### config.mk
export PLATFORM = sky130hd
export DESIGN_NAME = dmaHwChanCtrl
export DESIGN_NICKNAME = d
export VERILOG_FILES = /design/src/rtl/dmaChanPkg.sv /design/src/rtl/dmaChanDp.sv /design/src/rtl/dmaChanCtrl.sv /design/src/rtl/dmaHwChanCtrl.sv
export SDC_FILE = /design/constraint.sdc
export NUM_CORES = 1
export LEC_CHECK = 0
export BUFFER_PORTS_ARGS = -buffer_cell sky130_fd_sc_hd__buf_2
export CAP_MARGIN = 30
export CELL_PAD_IN_SITES_DETAIL_PLACEMENT = 2
export CELL_PAD_IN_SITES_GLOBAL_PLACEMENT = 2
export CORE_MARGIN = 4
export CORE_UTILIZATION = 30
export CTS_CLUSTER_SIZE = 8
export DETAILED_ROUTE_END_ITERATION = 10
export GPL_TIMING_DRIVEN = 1
export MAX_ROUTING_LAYER = met4
export PLACE_DENSITY_LB_ADDON = 0.08
export SETUP_SLACK_MARGIN = 0.5
export SYNTH_ARGS = -nofsm -noshare
export SYNTH_HDL_FRONTEND = slang
export SYNTH_SLANG_ARGS = --single-unit
### constraint.sdc
create_clock -name clk -period 3.9 [get_ports clk]
set_input_delay 0.585 -clock clk [delete_from_list [all_inputs] [get_ports clk]]
set_output_delay 0.585 -clock clk [all_outputs]
set_load 0.1 [all_outputs]
### src/rtl/dmaChanPkg.sv
package dmaChanPkg;
  // strobes from control to datapath
  typedef struct packed {
    logic loadCnt;
    logic decCnt;
    logic clrEn;
  } ctrlStrobe_t;
endpackage

### src/rtl/dmaChanDp.sv
module dmaChanDp
  import dmaChanPkg::*;
#(
  parameter int NUM_REQ = 8,
  parameter int CNT_W   = 8
) (
  input  logic                               clk,
  input  logic                               rstN,
  input  logic                               regWe,
  input  logic                               regAddr,
  input  logic [CNT_W+$clog2(NUM_REQ)+1:0]   regWdata,
  input  logic [NUM_REQ-1:0]                 hwReq,
  input  ctrlStrobe_t                        strobes,
  output logic                               reqFire,
  output logic                               reqEn,
  output logic                               wholeTxn,
  output logic                               keepEn,
  output logic                               cntIsLast,
  output logic                               cntZero,
  output logic [CNT_W-1:0]                   count
);
  localparam int SEL_W   = $clog2(NUM_REQ);
  localparam int SEL_LSB = 2;
  localparam int RLD_LSB = SEL_LSB + SEL_W;

  logic [SEL_W-1:0] cfgSel;
  logic [CNT_W-1:0] cfgReload;
  logic             selLine;
  logic             selPrev;
  logic             cfgHit;
  logic             enSetHit;

  assign cfgHit   = regWe && !regAddr;
  assign enSetHit = regWe && regAddr && regWdata[0];

  // configuration register
  always_ff @(posedge clk) begin
    if (!rstN) begin
      wholeTxn  <= 1'b0;
      keepEn    <= 1'b0;
      cfgSel    <= '0;
      cfgReload <= '0;
    end else if (cfgHit) begin
      wholeTxn  <= regWdata[0];
      keepEn    <= regWdata[1];
      cfgSel    <= regWdata[SEL_LSB +: SEL_W];
      cfgReload <= regWdata[RLD_LSB +: CNT_W];
    end
  end

  // request line mux and rising-edge detect
  always_comb begin
    selLine = 1'b0;
    for (int i = 0; i < NUM_REQ; i++)
      if (cfgSel == SEL_W'(i)) selLine = hwReq[i];
  end

  always_ff @(posedge clk) begin
    if (!rstN) selPrev <= 1'b0;
    else       selPrev <= selLine;
  end

  assign reqFire = selLine && !selPrev && reqEn;

  // request enable: a software set wins over the hardware clear
  always_ff @(posedge clk) begin
    if (!rstN)              reqEn <= 1'b0;
    else if (enSetHit)      reqEn <= 1'b1;
    else if (strobes.clrEn) reqEn <= 1'b0;
  end

  // transfer counter
  always_ff @(posedge clk) begin
    if (!rstN)
      count <= '0;
    else if (strobes.loadCnt)
      count <= (cfgReload == '0) ? CNT_W'(1) : cfgReload;
    else if (strobes.decCnt)
      count <= count - 1'b1;
  end

  assign cntZero   = (count == '0);
  assign cntIsLast = (count == CNT_W'(1));

  AST_CNT_DEC: assert property (@(posedge clk) disable iff (!rstN)
    (strobes.decCnt && !cntZero) |=> (count == $past(count) - 1'b1));
  AST_LOAD_NONZERO: assert property (@(posedge clk) disable iff (!rstN)
    strobes.loadCnt |=> !cntZero);
  AST_LOAD_DEC_EXCL: assert property (@(posedge clk) disable iff (!rstN)
    !(strobes.loadCnt && strobes.decCnt));
endmodule

### src/rtl/dmaChanCtrl.sv
module dmaChanCtrl
  import dmaChanPkg::*;
(
  input  logic        clk,
  input  logic        rstN,
  input  logic        reqFire,
  input  logic        reqEn,
  input  logic        wholeTxn,
  input  logic        keepEn,
  input  logic        cntIsLast,
  input  logic        cntZero,
  input  logic        xferDone,
  output ctrlStrobe_t strobes,
  output logic        chanActive,
  output logic        xferStart
);
  logic busy;
  logic startTxn;
  logic doneAcc;
  logic lastDone;

  assign startTxn  = reqFire && !chanActive;
  assign doneAcc   = xferDone && busy;
  assign lastDone  = doneAcc && cntIsLast;
  assign xferStart = chanActive && !busy;

  always_comb begin
    strobes         = '0;
    strobes.loadCnt = startTxn && cntZero;
    strobes.decCnt  = doneAcc;
    strobes.clrEn   = lastDone && !keepEn;
  end

  always_ff @(posedge clk) begin
    if (!rstN)
      chanActive <= 1'b0;
    else if (startTxn)
      chanActive <= 1'b1;
    else if (doneAcc && (lastDone || !wholeTxn))
      chanActive <= 1'b0;
  end

  always_ff @(posedge clk) begin
    if (!rstN)          busy <= 1'b0;
    else if (xferStart) busy <= 1'b1;
    else if (doneAcc)   busy <= 1'b0;
  end

  AST_START_STROBE: assert property (@(posedge clk) disable iff (!rstN)
    startTxn |=> (chanActive && xferStart));
  AST_END_IDLE: assert property (@(posedge clk) disable iff (!rstN)
    lastDone |=> !chanActive);
  AST_PER_XFER_IDLE: assert property (@(posedge clk) disable iff (!rstN)
    (doneAcc && !wholeTxn) |=> !chanActive);
  AST_KEEP_EN: assert property (@(posedge clk) disable iff (!rstN)
    (doneAcc && keepEn && reqEn) |=> reqEn);
  AST_DISABLED_IDLE: assert property (@(posedge clk) disable iff (!rstN)
    (!chanActive && !reqEn) |=> !chanActive);
  AST_ONE_STROBE: assert property (@(posedge clk) disable iff (!rstN)
    xferStart |=> !xferStart);
  AST_IDLE_NOT_BUSY: assert property (@(posedge clk) disable iff (!rstN)
    !chanActive |-> !busy);
endmodule

### src/rtl/dmaHwChanCtrl.sv
module dmaHwChanCtrl
  import dmaChanPkg::*;
#(
  parameter int NUM_REQ = 8,
  parameter int CNT_W   = 8
) (
  input  logic                             clk,
  input  logic                             rstN,
  input  logic                             regWe,
  input  logic                             regAddr,
  input  logic [CNT_W+$clog2(NUM_REQ)+1:0] regWdata,
  input  logic [NUM_REQ-1:0]               hwReq,
  input  logic                             xferDone,
  output logic                             xferStart,
  output logic                             chanActive,
  output logic                             reqEnable,
  output logic [CNT_W-1:0]                 xferCount
);
  ctrlStrobe_t strobes;
  logic reqFire;
  logic wholeTxn;
  logic keepEn;
  logic cntIsLast;
  logic cntZero;

  dmaChanDp #(.NUM_REQ(NUM_REQ), .CNT_W(CNT_W)) uDp (
    .clk(clk), .rstN(rstN), .regWe(regWe), .regAddr(regAddr),
    .regWdata(regWdata), .hwReq(hwReq), .strobes(strobes),
    .reqFire(reqFire), .reqEn(reqEnable), .wholeTxn(wholeTxn),
    .keepEn(keepEn), .cntIsLast(cntIsLast), .cntZero(cntZero),
    .count(xferCount)
  );

  dmaChanCtrl uCtrl (
    .clk(clk), .rstN(rstN), .reqFire(reqFire), .reqEn(reqEnable),
    .wholeTxn(wholeTxn), .keepEn(keepEn), .cntIsLast(cntIsLast),
    .cntZero(cntZero), .xferDone(xferDone), .strobes(strobes),
    .chanActive(chanActive), .xferStart(xferStart)
  );
endmodule

Word-level counts from Yosys, hierarchy flattened
Cells that the tools add are included.
{"block": "totals", "reg_bits": 25, "inputBits": 26, "out_inout_bits": 11, "word_cells": 61}
{"block": "op_classes", "add_sub_neg": 1, "n_eq_ne": 8, "mux": 17, "n_reduce_logical": 26}
{"cell": "$mux 8", "n": 3}
{"cell": "$logic_not 8->1", "n": 2}
{"cell": "$mux 1", "n": 14}
{"cell": "$eq 3x3->1 const B", "n": 4}
{"cell": "$logic_and 1x1->1", "n": 12}
{"cell": "$eq 8x1->1 const B", "n": 1}
{"cell": "$reduce_bool 2->1", "n": 4}
{"cell": "$sub 8x1->8 const B", "n": 1}
{"cell": "$eq 3x2->1 const B", "n": 2}
{"cell": "$logic_not 1->1", "n": 6}
{"cell": "$eq 3x1->1 const B", "n": 1}
{"cell": "$logic_not 3->1", "n": 1}
{"cell": "$logic_or 1x1->1", "n": 1}

Depth between registers and ports, before layout
Gate-level depths: netlist of the first run.
{"block": "logic_depth", "word_depth": 14, "depth_mapped": 8, "ltp_nobuf": 7}

Modules after synthesis
From an unflattened synthesis of the first run, not the netlist that was laid out.
{"block": "unflattened", "cells_unflattened": 149, "hier_area_um2": 1272.5}
{"mod": "dmaChanDp", "instances": 1, "cells_per_inst": 136, "area_per_inst_um2": 1164.9, "seq_area_each_um2": 460.4}
{"mod": "dmaChanCtrl", "instances": 1, "cells_per_inst": 13, "area_per_inst_um2": 107.6, "seq_area_each_um2": 40.0}

Least setup slack after synthesis of the first run
OpenSTA, ideal clock, no wires.
{"block": "synth_timing", "kind": "flip-flop to output port", "from": "reg uCtrl.chanActive", "to": "out xferStart", "t_arrival_ns": 2.421, "required_ns": 3.315, "path_slack_ns": 0.894, "stages_incl_launch_ff": 2, "n_path_buf": 0, "path_cell_list": "dfxtp_1 > nor2b_1"}
{"block": "synth_via", "elab_chain_cells": 1}
{"item": "from (decl)", "line_no": "dmaChanCtrl.sv:14", "source": "output logic chanActive,"}
{"item": "from (signal assigned)", "line_no": "dmaChanCtrl.sv:36", "source": "chanActive <= 1'b0;"}
{"item": "from (signal assigned)", "line_no": "dmaChanCtrl.sv:38", "source": "chanActive <= 1'b1;"}
{"item": "from (signal assigned)", "line_no": "dmaChanCtrl.sv:40", "source": "chanActive <= 1'b0;"}
{"item": "$logic_and 1x1->1", "line_no": "dmaChanCtrl.sv:25", "source": "assign xferStart = chanActive && !busy;"}
{"item": "to (decl)", "line_no": "dmaHwChanCtrl.sv:14", "source": "output logic xferStart,"}
Every way passes these cells.

Final worst setup path of the first run
{"block": "layout_timing", "from": "reg uDp.count[4]", "to": "reg uDp.count[0]"}
{"block": "layout_via", "elab_chain_cells": 3, "elab_cells_between_ends": 4, "cone_classes": "mux (1); reduce/logical (3)"}
{"item": "from (decl)", "line_no": "dmaChanDp.sv:20", "source": "output logic [CNT_W-1:0] count"}
{"item": "from (signal assigned)", "line_no": "dmaChanDp.sv:77", "source": "count <= (cfgReload == '0) ? CNT_W'(1) : cfgReload;"}
{"item": "from (signal assigned)", "line_no": "dmaChanDp.sv:79", "source": "count <= count - 1'b1;"}
{"item": "$logic_not 8->1 *", "line_no": "dmaChanDp.sv:82", "source": "assign cntZero = (count == '0);"}
{"item": "$logic_and 1x1->1 *", "line_no": "dmaChanCtrl.sv:29", "source": "strobes.loadCnt = startTxn && cntZero;"}
{"item": "$mux 8 or $reduce_bool 2->1 (tied branches)"}
Every way passes the cells marked *; elsewhere a longest branch is shown, timed or not.
A chain may end at the register's enable or synchronous reset.

==> results.md, run 1 <==
- Number of global-route vias before repair: 1290
- Total number of vias: 1203
- CTS clock-pin slew for the worst setup and hold paths: 0.09 ns
- Peak VDD IR: 109.2 uV
- Synth Area in Compound Gates: 17.18%
- Total Wirelength: 3559 um
- Largest family of logic cells by synthesized area: simple AND/OR/NAND/NOR gates
- LEAKAGE: 0.0005919 uW
- Routed length per instance: 15.14 um
- Area delta synth->final: 19.48%
- Filler cell count: 493
- Syn Area/Cell: 8.133 um2
- Slew of the pin with the lowest slew margin: 0.8867 ns
- Insertion delay to the later sink of the worst-skew pair: 0.27 ns
- Clk sinks: 25
- Post-Synth XOR/XNOR Area: 4.196%
- Placeable core region: 4029 um2
- Tmin final: 1.934 ns
- Share of layout cells above drive strength 1: 24.86%
- Via density: 5.119
- FF/Latch Area: 500.5 um2
- Maxcap violations: 0
- Setup Skew: 0.005200 ns
- DRC Markers: 0
- Min Hold Slack: 0.4634 ns
- Site row count: 23
- CTS resizes: 0
- H-Tree Depth: 1
- CP arrival: 2.11 ns
- RSZ-0062 raised after global routing: false
- Initial core utilization: 31.09%
- Routed Antenna Nets: 0
- Final setup viols: 0
- Mapped Cells: 154
- Final net count: 214
- Adder-cell share of the synthesized area: 1.998%
- Setup bufs post-CTS: 0
- Worst-path maximum fanout: 11
- Setup crit start kind: flop
- CTS tree: done
- Setup_tns: 0 ns
- Die X: 72.61 um
- Status: finished, final reports clean
- Total nets after synthesis: 182
- Fmax: 517.0 MHz
- TritonCTS Buffers: 3
- Tot GR Track Use: 15.75%
- HPWL after DPL: 2801 um
- Die area: 5272 um2
- Largest net degree at the start of global routing: 25
- Pwr/cell area: 384.5 nW/um2
- Worst path required time: 4.08 ns
- Root Driver: clkbuf_8
- Die height: 72.61 um
- Seq/Total Area, Yosys: 39.96%
- Initial antenna violation count: 0
- Slew margin rel.: 40.76%
- Syn. warnings: 0
- Final Cycle Share: 49.60%
- Post-Synth Simple-Gate Area: 28.17%
- Total global routing overflow: 0
- Mapped Area: 1252 um2
- # port buffers: 36
- Final Slew Violations: 0
- Antenna Cells: 0
- First-pass GRT wire length: 6292 um
- Netlist cell types: 37
- Mux cell area share after synthesis: 3.996%
- Hold buffer count at CTS: 0
- Top-Level Pins: 37
- Final std cells w/o fill: 235
- R2R Setup Slk: 1.97 ns
- DRT iter0 DRCs: 22
- Bufs on Longest Clock Path: 2
- DP Cell Count: 231
- Multi-input logic area: 695.7 um2
- #FFs+latches synth: 25
- Drt first pass iters: 2
- Global placement routability congestion: 0.7313
- Hold Fails Final Rpt: 0
- Crit path kind: flop to flop
- Worst Hold Class: flop to flop
- Critical Path End Type: flop
[cell usage after synthesis, drive strengths merged]
cell / number / area (um2)
nand2: 31 / 116.4
clkbuf: 6 / 22.52
a22o: 1 / 8.760
o221ai: 1 / 8.760
xor2: 1 / 8.760
nand2b: 2 / 12.51
o21ai: 3 / 15.01
nor3: 10 / 55.05
ha: 2 / 25.02
nand4b: 1 / 8.760
nor3b: 1 / 7.510
a31o: 1 / 8.760
nand4: 2 / 12.51
xnor2: 5 / 43.79
buf: 3 / 22.52
nor2b: 3 / 18.77
o22ai: 1 / 20.02
a21oi: 23 / 115.1
a31oi: 1 / 6.260
nor4: 4 / 40.04
or3: 1 / 6.260
mux2: 2 / 30.03
nor2: 7 / 26.28
nand3: 4 / 20.02
mux2i: 2 / 20.02
a21o: 1 / 7.510
a311oi: 2 / 17.52
a22oi: 1 / 7.510
and2: 2 / 12.51
dfxtp: 25 / 500.5
inv: 3 / 11.26
or4: 1 / 7.510
or3b: 1 / 8.760
[state kept, by name (all words and copies together) (netlist names)]
name              cells
uCtrl.busy            1
uCtrl.chanActive      1
uDp.cfgReload         8
uDp.cfgSel            3
uDp.count             8
uDp.keepEn            1
uDp.reqEn             1
uDp.selPrev           1
uDp.wholeTxn          1
[layout by cell type, fill, tap and decap left out]
cell / n
a21oi_1: 23
mux2i_1: 2
buf_2: 36
xnor2_1: 5
nand3_1: 4
ha_1: 2
dfxtp_1: 25
and2_1: 2
a31o_2: 1
clkbuf_8: 3
clkinv_2: 1
or4_1: 1
nand4_1: 2
inv_1: 3
or3_1: 1
xor2_1: 1
nand4b_1: 1
nand2b_1: 2
nor2_1: 7
a22oi_1: 1
o21ai_0: 3
nand2_1: 31
nor3_1: 9
nor2b_1: 3
o221ai_1: 1
nor3b_1: 1
a21o_1: 1
nor4_1: 3
a31oi_1: 1
a22o_1: 1
nor3_2: 1
a311oi_1: 2
o22ai_4: 1
or3b_1: 1
nor4_4: 1
mux2_4: 2
[routing by layer]
| metal | GRT usage (%) | routed length, um | vias up |
|---|---|---|---|
| met5 | - | 0 | - |
| met4 | 3.689 | 41 | 0 |
| met3 | 2.893 | 175 | 4 |
| met2 | 25.85 | 1721 | 29 |
| met1 | 20.07 | 1621 | 573 |
| li1 | - | - | 597 |
[cell families (layout without fill, tap and decap cells)]
kind of cell / after synthesis / after routing
xor+xnor: 6 / 6
simple gates: 70 / 70
flops: 25 / 25
buf+inv: 12 / 43
mux: 4 / 4
compound gates: 35 / 35
fa+ha+maj: 2 / 2
[power breakdown]
group / switching [uW] / internal (uW) / total (uW)
Combinational: 96.6 / 41.0 / 138
Clock: 84.1 / 71.5 / 156
Sequential: 13.9 / 268 / 282
Total: 195 / 381 / 575
[cell type report]
type,instances,area share [%]
clock buffer,3,2.759
clock inverter,1,0.3344
inverter,3,0.7525
multi-input combinational,117,46.49
sequential,25,33.44
tap,50,4.181
timing repair buffer,36,12.04
[metrics by stage]
step	setup WS, ns	util [%]	total power (uW)	cell area (um2)
CTS	1.950	37.14	588.6	1496
global route	1.704	37.14	613.4	1496
finish	1.966	37.14	575.5	1496
detailed placement	1.841	35.99	428.2	1450
global placement	1.936	35.99	423.5	1450
floorplan	0.8944	-	393.2	1252
[worst max-delay path: stages, from the launching register on]
cell	delay [ns]
dfxtp_1	0.39
nor4_1	0.38
nand2_1	0.15
nor3_2	0.51
a21oi_1	0.15
a311oi_1	0.25
[worst paths after layout]
kind                                    from            to  cells after the start
worst min register to register    uDp.keepEn    uDp.keepEn                      2
worst max-delay path            uDp.count[4]  uDp.count[0]                      5
worst max register to register  uDp.count[4]  uDp.count[0]                      5
worst min-delay path              uDp.keepEn    uDp.keepEn                      2
Power figures use the tool's default switching activity.
==> run 2, diff against run 1 <==
--- a/config.mk
+++ b/config.mk
@@ -10,7 +10,7 @@
 export CELL_PAD_IN_SITES_DETAIL_PLACEMENT = 2
 export CELL_PAD_IN_SITES_GLOBAL_PLACEMENT = 2
 export CORE_MARGIN = 4
-export CORE_UTILIZATION = 30
+export CORE_UTILIZATION = 25
 export CTS_CLUSTER_SIZE = 8
 export DETAILED_ROUTE_END_ITERATION = 10
 export GPL_TIMING_DRIVEN = 1
==> constraint.sdc (replaced) <==
create_clock -name clk -period 1.65 [get_ports clk]
set_input_delay 0.2475 -clock clk [delete_from_list [all_inputs] [get_ports clk]]
set_output_delay 0.2475 -clock clk [all_outputs]
set_load 0.1 [all_outputs]
==> run 2 against run 1 <==
Effect of this change: critical endpoint is now uDp.count[4]; critical path type unchanged; clock power grew 130%; combinational power grew to 3.5 times the previous value; the run now ends with negative setup slack left; maximum frequency grew 15%; cell count grew 17%.
==> results.md, run 2 (synthesis gave the netlist of run 1 again) <==
- Origin of the critical flop-to-flop path: uDp.count[1]
- Worst path required time: 1.84 ns (-2.24 ns)
- Area delta synth->final: 61.64%
- Slew of the pin with the lowest slew margin: 0.4852 ns (-0.4016 ns)
- Failing checks: negative setup slack
- CTS tree: done
- Number of global-route vias before repair: 1393 (+8.0%)
- Critical Path, Cell by Cell: inv_4 > ha_4 > or3b_4 > or4_1 > a31oi_1
- Final net count: 236 (+10%)
- Initial antenna violation count: 0 (unchanged)
- Pwr/cell area: 747.8 nW/um2 (+94%)
- Commonest non-fill, non-tap cell in the layout: nand2_1
- First-pass GRT wire length: 6824 um (+8.5%)
- Global placement routability congestion: 0.7431 (+1.6%)
- Crit path buf inv count: 1 (+1)
- Placeable core region: 4786 um2 (+19%)
- Critical Path End Type: flop
- # port buffers: 36 (unchanged)
- Bufs on Longest Clock Path: 2 (unchanged)
- Critical-path top delay cell: or4_1
- H-Tree Depth: 1 (unchanged)
- Site row count: 25 (+8.7%)
- HPWL after DPL: 3292 um (+18%)
- Hold Fails Final Rpt: 0 (unchanged)
- Final Instance Area: 2024 um2 (+35%)
- Drt first pass iters: 3 (+1)
- Min Hold Slack: 0.2106 ns (-0.2528 ns)
- Tmin final: 1.677 ns (-0.2573 ns)
- Initial core utilization: 26.17% (-4.9 points)
- Total power: 1514 uW (+160%)
- DRT iter0 DRCs: 29 (+32%)
- Fmax: 596.3 MHz (+15%)
- Tot GR Track Use: 14.32% (-1.4 points)
- Maxcap violations: 0 (unchanged)
- Hold buffer count at CTS: 0 (unchanged)
- Total global routing overflow: 0 (unchanged)
- Crit path kind: flop to flop
- Die height: 78.78 um (+8.5%)
- Slew margin rel.: 67.66% (+27 points)
- LEAKAGE: 0.0007670 uW (+30%)
- Total Wirelength: 4226 um (+19%)
- CTS clock-pin slew for the worst setup and hold paths: 0.09 ns (about the same)
- Total number of vias: 1297 (+7.8%)
- HP Start: regWdata[4]
- Final Cycle Share: 101.6% (+52 points)
- DRC Markers: 0 (unchanged)
- Die area: 6206 um2 (+18%)
- Largest net degree at the start of global routing: 16 (-36%)
- Worst-path maximum fanout: 3 (-8)
- Antenna Cells: 0 (unchanged)
- Setup Skew: 0.003752 ns (-0.001448 ns)
- Via density: 4.734 (-7.5%)
- Routed length per instance: 15.42 um (+1.8%)
- CP top delay family: simple AND/OR/NAND/NOR gates
- Share of layout cells above drive strength 1: 46.86% (+22 points)
- Largest stage delay on the critical path: 0.48 ns (-0.03 ns)
- Insertion delay to the later sink of the worst-skew pair: 0.26 ns (about the same)
- Placed cell area: 1670 um2 (+15%)
- Final Slew Violations: 0 (unchanged)
- Final setup viols: 1 (+1)
- Critical path origin: uDp.count[1]
- Status: finished with violations
- Worst Hold Class: input pin to flop
- Top-Level Pins: 37 (unchanged)
- Root Driver: clkbuf_8
- TritonCTS Buffers: 3 (unchanged)
- Peak VDD IR: 357.5 uV (+230%)
- Top Registers: uDp.cfgReload x8, uDp.count x8, uDp.cfgSel x3
- Fin util: 42.30% (+5.2 points)
- PnR worst setup slack: -0.02687 ns (-1.993 ns)
- Commonest cells after routing, fill and taps aside: nand2_1, buf_2, a21oi_1
- Setup crit start kind: flop
- CP arrival: 1.87 ns (-0.24 ns)
- Clk sinks: 25 (unchanged)
- Die X: 78.78 um (+8.5%)
- RSZ-0062 raised after global routing: true
- Routed Antenna Nets: 0 (unchanged)
-- run 2: cell types whose count changed in the layout (fill, tap and decap cells not counted), moves of 3 or more --
cell,change
nor3_1,-3
a21oi_1,-4
buf_6,+9
buf_2,-11
buf_12,+10
buf_4,+14
dfxtp_4,+9
dfxtp_1,-11
a21oi_2,+4
-- run 2: layout make-up --
class / instances / area [um2]
clock buffer: 4 / 45.04
fill: 558 / 2761
inverter: 3 / 16.27
multi-input combinational: 117 / 810.8
sequential: 25 / 536.8
tap: 67 / 83.83
timing repair buffer: 58 / 531.8
-- run 2: metrics by stage --
step | worst slack [ns] | setup TNS [ns] | cells
2_1_floorplan | -0.1283 | -0.2357 | 154
3_3_place_gp | -0.04203 | -0.04515 | 262
3_5_place_dp | -0.1013 | -0.3225 | 262
4_1_cts | -0.01675 | -0.02769 | 269
5_1_grt | -0.07698 | -0.3087 | 274
6_report | -0.02687 | -0.02687 | 274
-- run 2: what timing repair did --
item / 4_1_cts / 5_1_grt
buffers inserted: 3 / 5
resized for setup: 54 / 12
endpoints found under the setup margin: 22 / 21
pin swaps: 3 / 5
-- run 2: worst paths after layout --
path | slack, ns | to | cells past startpoint
min reg2reg | 0.48 | uDp.wholeTxn | 2
min | 0.21 | uDp.cfgSel[2] | 3
max | -0.03 | uDp.count[4] | 5
max reg2reg | -0.03 | uDp.count[4] | 5
-- run 2: routing by layer --
layer  vias up  GRT usage, %  part of all wire, %
met5         -             -                    0
met3         2         2.494                  2.8
met2        22         25.55                   54
met1       622         17.01                   43
met4         0         2.622                 0.45
li1        651             -                    -
-- run 2: worst register-to-register path: stages, from the launching register on --
cell and delay, ns:
dfxtp_4 0.36, inv_4 0.06, ha_4 0.13, or3b_4 0.41, or4_1 0.48, a31oi_1 0.16
-- run 2: power breakdown --
part / internal [uW] / leakage [uW] / switching (uW)
clock: 173 / 0.0000228 / 191
combinational: 205 / 0.000533 / 273
sequential: 629 / 0.000212 / 44.0
total: 1010 / 0.000767 / 507
